[config.mk]
export PLATFORM = sky130hd
export DESIGN_NAME = fifo_level_irq
export DESIGN_NICKNAME = d
export VERILOG_FILES = /design/src/rtl/fli_pkg.sv /design/src/rtl/fli_fill_capture.sv /design/src/rtl/fli_rx_detect.sv /design/src/rtl/fli_tx_detect.sv /design/src/rtl/fifo_level_irq.sv
export SDC_FILE = /design/constraint.sdc
export NUM_CORES = 1
export LEC_CHECK = 0
export BUFFER_PORTS_ARGS = -buffer_cell sky130_fd_sc_hd__buf_2
export CAP_MARGIN = 20
export CORE_MARGIN = 2
export CORE_UTILIZATION = 25
export DETAILED_ROUTE_END_ITERATION = 8
export MAX_ROUTING_LAYER = met4
export PLACE_DENSITY = 0.5
export SYNTH_ARGS = -nofsm -noshare
export SYNTH_HDL_FRONTEND = slang
export SYNTH_HIERARCHICAL = 1
export SYNTH_SLANG_ARGS = --single-unit
[constraint.sdc]
create_clock -name clk_i -period 2.3 [get_ports clk_i]
set_input_delay 0.46 -clock clk_i [delete_from_list [all_inputs] [get_ports clk_i]]
set_output_delay 0.46 -clock clk_i [all_outputs]
set_load 0.02 [all_outputs]
[src/rtl/fli_pkg.sv]
package fli_pkg;
  typedef enum logic [1:0] {
    RX_READY = 2'b00,
    RX_HALF  = 2'b01,
    RX_3Q    = 2'b10,
    RX_FULL  = 2'b11
  } rx_trig_e;

  typedef enum logic [1:0] {
    TX_EMPTY = 2'b00,
    TX_3Q    = 2'b01,
    TX_HALF  = 2'b10,
    TX_1Q    = 2'b11
  } tx_trig_e;
endpackage

[src/rtl/fli_fill_capture.sv]
module fli_fill_capture #(
  parameter int unsigned DEPTH = 256,
  parameter int unsigned CW    = $clog2(DEPTH + 1)
) (
  input  logic          clk_i,
  input  logic          rst_ni,
  input  logic [CW-1:0] cnt_i,
  output logic [CW-1:0] cnt_o
);
  localparam logic [CW-1:0] MaxCnt = CW'(DEPTH);

  logic [CW-1:0] cnt_clamped;
  assign cnt_clamped = (cnt_i > MaxCnt) ? MaxCnt : cnt_i;

  always_ff @(posedge clk_i or negedge rst_ni) begin
    if (!rst_ni) cnt_o <= '0;
    else         cnt_o <= cnt_clamped;
  end
endmodule

[src/rtl/fli_rx_detect.sv]
module fli_rx_detect
  import fli_pkg::*;
#(
  parameter int unsigned DEPTH = 256,
  parameter int unsigned CW    = $clog2(DEPTH + 1)
) (
  input  logic [CW-1:0] cnt_i,
  input  rx_trig_e      trig_i,
  output logic          req_o
);
  localparam logic [CW-1:0] ThrHalf = CW'(DEPTH / 2);
  localparam logic [CW-1:0] Thr3q   = CW'((3 * DEPTH) / 4);
  localparam logic [CW-1:0] ThrFull = CW'(DEPTH);

  logic [CW-1:0] thr;
  always_comb begin
    unique case (trig_i)
      RX_READY: thr = CW'(1);
      RX_HALF:  thr = ThrHalf;
      RX_3Q:    thr = Thr3q;
      default:  thr = ThrFull;
    endcase
  end

  // thr >= 1 keeps an empty FIFO out of arbitration
  assign req_o = (cnt_i >= thr);
endmodule

[src/rtl/fli_tx_detect.sv]
module fli_tx_detect
  import fli_pkg::*;
#(
  parameter int unsigned DEPTH = 256,
  parameter int unsigned CW    = $clog2(DEPTH + 1)
) (
  input  logic [CW-1:0] cnt_i,
  input  tx_trig_e      trig_i,
  output logic          req_o
);
  localparam logic [CW-1:0] Thr3q = CW'((3 * DEPTH) / 4);
  localparam logic [CW-1:0] ThrHf = CW'(DEPTH / 2);
  localparam logic [CW-1:0] Thr1q = CW'(DEPTH / 4);

  logic [CW-1:0] thr;
  always_comb begin
    unique case (trig_i)
      TX_EMPTY: thr = CW'(1);
      TX_3Q:    thr = Thr3q;
      TX_HALF:  thr = ThrHf;
      default:  thr = Thr1q;
    endcase
  end

  // every thr <= DEPTH, so a full FIFO never requests
  assign req_o = (cnt_i < thr);
endmodule

[src/rtl/fifo_level_irq.sv]
module fifo_level_irq
  import fli_pkg::*;
#(
  parameter int unsigned DEPTH = 256,
  parameter int unsigned CW    = $clog2(DEPTH + 1)
) (
  input  logic          clk_i,
  input  logic          rst_ni,
  input  logic [CW-1:0] rx_count_i,
  input  logic [1:0]    rx_trig_i,
  input  logic [CW-1:0] tx_count_i,
  input  logic [1:0]    tx_trig_i,
  output logic          rx_int_o,
  output logic          tx_int_o
);
  logic [CW-1:0] rx_cnt_q, tx_cnt_q;

  fli_fill_capture #(.DEPTH(DEPTH), .CW(CW)) i_rx_cap (
    .clk_i(clk_i), .rst_ni(rst_ni), .cnt_i(rx_count_i), .cnt_o(rx_cnt_q)
  );

  fli_fill_capture #(.DEPTH(DEPTH), .CW(CW)) i_tx_cap (
    .clk_i(clk_i), .rst_ni(rst_ni), .cnt_i(tx_count_i), .cnt_o(tx_cnt_q)
  );

  fli_rx_detect #(.DEPTH(DEPTH), .CW(CW)) i_rx_det (
    .cnt_i(rx_cnt_q), .trig_i(rx_trig_e'(rx_trig_i)), .req_o(rx_int_o)
  );

  fli_tx_detect #(.DEPTH(DEPTH), .CW(CW)) i_tx_det (
    .cnt_i(tx_cnt_q), .trig_i(tx_trig_e'(tx_trig_i)), .req_o(tx_int_o)
  );
endmodule

==> out/qor.log <==
qor: logic_synthesis.muxShareOfSynthArea 0
qor: timing.max_slew.worst_pin.slew 0.3708 ns
qor: timing.max_freq 0.4488 GHz
qor: layout.synthToLayoutAreaGrowth 26.40%
qor: timing.timing_hold_violations_final 0
qor: placement.placed_instances 135
qor: layout.fillerInstances 332
qor: route.dr_total_vias 526
qor: die.die-height 61.61 um
qor: layout.instances_no_fill 138
qor: clock_network.tritoncts_clock_tree built
qor: route.drt_first_pass_iters 2
qor: logic_synthesis.synth_top_family_by_area simple AND/OR/NAND/NOR gates
qor: setup_path.chain_of_cells_forming_the_critical_path buf_2 -> inv_1 -> ha_2 -> ha_4 -> nor4b_2 -> a21oi_1 -> a211o_1 -> buf_4
qor: logic_synthesis.synth_unique_cells 13
qor: setup_path.timing.critical_path.from rx_trig_i[1]
qor: placement.hpwl_after_detailed_placement 1.055 mm
qor: die.die_w 61.61 um
qor: power.internal_cell_power 0.4378 mW
qor: logic_synthesis.post_synth_xor_area_fraction 0
qor: logic_synthesis.synth-compound-area-share 0.03771
qor: setup_path.critPathTopFamily adder cells
qor: clock_network.post-cts-setup-buffers 0
qor: logic_synthesis.synth_top_area_frac 0.5430
qor: route.route.detailed.vias_per_inst 3.812
qor: layout.total_number_of_nets_in_the_final_design 132
qor: logic_synthesis.synth_common_cells 18 x sky130_fd_sc_hd__dfrtp_1, 16 x sky130_fd_sc_hd__nor2b_1, 12 x sky130_fd_sc_hd__ha_1
qor: route.drt_first_iter_violations 3
qor: die.start_util 0.2673
qor: route.drcViolationCount 0
qor: clock_network.root_buffer sky130_fd_sc_hd__clkbuf_4
qor: die.rows 20
qor: logic_synthesis.synthMostInstantiatedCell sky130_fd_sc_hd__dfrtp_1
qor: setup_path.worst_setup_path_end_kind primary output
qor: setup_path.critPathKind in2out
qor: logic_synthesis.synth_top_flop_cell sky130_fd_sc_hd__dfrtp_1
qor: setup_path.cp.depth 8
qor: route.detail_route.wirelength 1.258 mm
qor: timing.min_period 2.228 ns
qor: die.fp.coreArea 3103 um2
qor: clock_network.ctsHoldBuffers 0
qor: timing.setup_repair_after_global_routing_missed_its_margin no
qor: die.io_pins 26
qor: logic_synthesis.postSynth.asyncResetShare 1.000
qor: power.netSwitchingFraction 0.2285
qor: setup_path.library_cell_contributing_the_largest_single_delay_on_the_critical_path sky130_fd_sc_hd__nor4b_2
qor: clock_network.clock_sink_count 18
qor: power.p_comb_frac 0.157
qor: setup_path.critPathMaxStageDelay 0.27 ns
qor: logic_synthesis.post-synth-top-area-cell sky130_fd_sc_hd__dfrtp_1
qor: layout.antenna_cells_inserted 0
qor: logic_synthesis.synthesis.nets 104
qor: setup_path.arrival 1.77 ns
qor: setup_path.start_kind input port
qor: power.power-per-cell-area 541.3 nW/um2
qor: logic_synthesis.synthCells 68
qor: timing.min_period_over_period 0.9688
qor: logic_synthesis.ys.warnings.count 6
qor: placement.io_buffers 25
qor: setup_path.crit_buf_inv 3
qor: clock_network.cts-buffers-inserted 3
qor: timing.timing.final.setup_violations 0
qor: grt.global_route.overflow_total 0
qor: power.seq_power_share 0.597
qor: route.wl_per_cell 9.116 um
qor: clock_network.cts_resized 0
qor: grt.first_global_vias 543
qor: placement.gp_congestion 0.7766
qor: grt.grt_antenna_before_repair 0
qor: logic_synthesis.post_synth_main_area_contributors sky130_fd_sc_hd__dfrtp_1 54%, sky130_fd_sc_hd__ha_1 18%, sky130_fd_sc_hd__nor2b_1 12%, sky130_fd_sc_hd__inv_1 4.1%, sky130_fd_sc_hd__nor4b_2 3.6%
qor: logic_synthesis.post_syn_area_per_cell 12.20 um2
qor: grt.grt_util_all_layers 0.07964
qor: clock_network.htreeDepth 1
qor: setup_path.cp_max_fo 3
qor: route.postRouteAntennaNets 0
qor: clock_network.clock_pin_slew_on_the_worst_setup_and_hold_paths 0.09 ns
qor: timing.worst_slew_margin_rel 0.7528
qor: timing.timing_max_transition_violations_final 0
qor: power.netSwitchingPower 0.1297 mW
qor: setup_path.required 1.84 ns
qor: die.design.die.area 3795 um2
qor: logic_synthesis.synth_fa_ha_area_frac 0.1810
qor: clock_network.max-clock-path-buffers 2
qor: logic_synthesis.netlist_area 829.5 um2
qor: worst_hold_path.hold_class in2async
qor: logic_synthesis.synth_seq_area_share 0.5430
qor: logic_synthesis.synth_edf_count 0
qor: power.clock_power_share 0.246
qor: outcome.run_status finished, final reports clean
qor: job.cap_viol_max_count 0
qor: power.power_leakage 0.5341 nW
qor: logic_synthesis.synth-simple-area-share 0.1885
qor: grt.largest_net_degree_at_the_start_of_global_routing 19
qor: grt.global_route_wire_length_before_repair 2.083 mm
qor: timing.setup_tns 0 ns
qor: power.worst_ir_drop_vdd 0.1719 mV
qor: layout.final_layout_size_suffix_gt1_frac 0.3723
qor: logic_synthesis.number_of_register_bits_inferred_by_synthesis 18
## stage by stage
stage	cell area [um2]	power, mW	hold WS [ns]	setup WS [ns]	utilization
finish	1049	0.5675	0.08571	0.07182	0.3379
global route	1049	0.6033	0.1056	0.01013	0.3379
CTS	1025	0.5712	0.08904	0.04603	0.3302
detailed placement	1002	0.4316	0.3979	0.04580	0.3230
global placement	1002	0.4295	0.4001	0.04710	0.3230
floorplan	829.5	0.3891	0.1644	0.2619	-
## cells by family (layout without fill, tap and decap cells)
| group | after synthesis | after routing |
|---|---|---|
| simple gates | 22 | 22 |
| flops | 18 | 18 |
| fa+ha+maj | 12 | 12 |
| buf+inv | 11 | 37 |
| compound gates | 5 | 5 |
## metal layers
| layer | track usage | wire length (um) | share of wire | vias to the layer above |
|---|---|---|---|---|
| li1 | - | - | - | 271 |
| met1 | 0.09804 | 590 | 0.47 | 243 |
| met2 | 0.1233 | 604 | 0.48 | 10 |
| met3 | 0 | 35 | 0.028 | 2 |
| met4 | 0.06383 | 27 | 0.021 | 0 |
| met5 | - | 0 | 0 | - |
## power by group through the flow
stage / Sequential, mW / Combinational [mW] / Clock, mW
2_1_floorplan: 0.343 / 0.0463 / 0
3_3_place_gp: 0.345 / 0.0846 / 0
3_5_place_dp: 0.345 / 0.0868 / 0
4_1_cts: 0.338 / 0.0869 / 0.146
5_1_grt: 0.341 / 0.105 / 0.157
6_report: 0.339 / 0.0892 / 0.140
## sequential cells by signal, summed over array words and instances, names as in the netlist
signal	count
i_rx_cap/cnt_o	9
i_tx_cap/cnt_o	9
## layout make-up
| cell class | count | area, um2 | area share |
|---|---|---|---|
| clock buffer | 3 | 22.52 | 0.02148 |
| inverter | 9 | 33.78 | 0.03222 |
| multi-input combinational | 39 | 359.1 | 0.3425 |
| sequential | 18 | 450.4 | 0.4296 |
| tap | 44 | 55.05 | 0.05251 |
| timing repair buffer | 25 | 127.6 | 0.1217 |
## final timing paths
path / to / slack (ns)
worst max-delay path: rx_int_o / 0.07
max in group asynchronous: i_rx_cap/cnt_o[2]$_DFF_PN0_ / 1.94
worst min-delay path: i_tx_cap/cnt_o[2]$_DFF_PN0_ / 0.09
min in group clk_i: i_tx_cap/cnt_o[8]$_DFF_PN0_ / 0.39
## placed cells by master, fill, tap and decap left out, types with 2 or more instances in the layout
master,n
sky130_fd_sc_hd__a21oi_1,2
sky130_fd_sc_hd__ha_1,10
sky130_fd_sc_hd__clkbuf_4,3
sky130_fd_sc_hd__nor2b_1,16
sky130_fd_sc_hd__buf_2,24
sky130_fd_sc_hd__inv_1,8
sky130_fd_sc_hd__dfrtp_1,18
sky130_fd_sc_hd__nor4b_2,2
(Power assumes the default switching activity.)
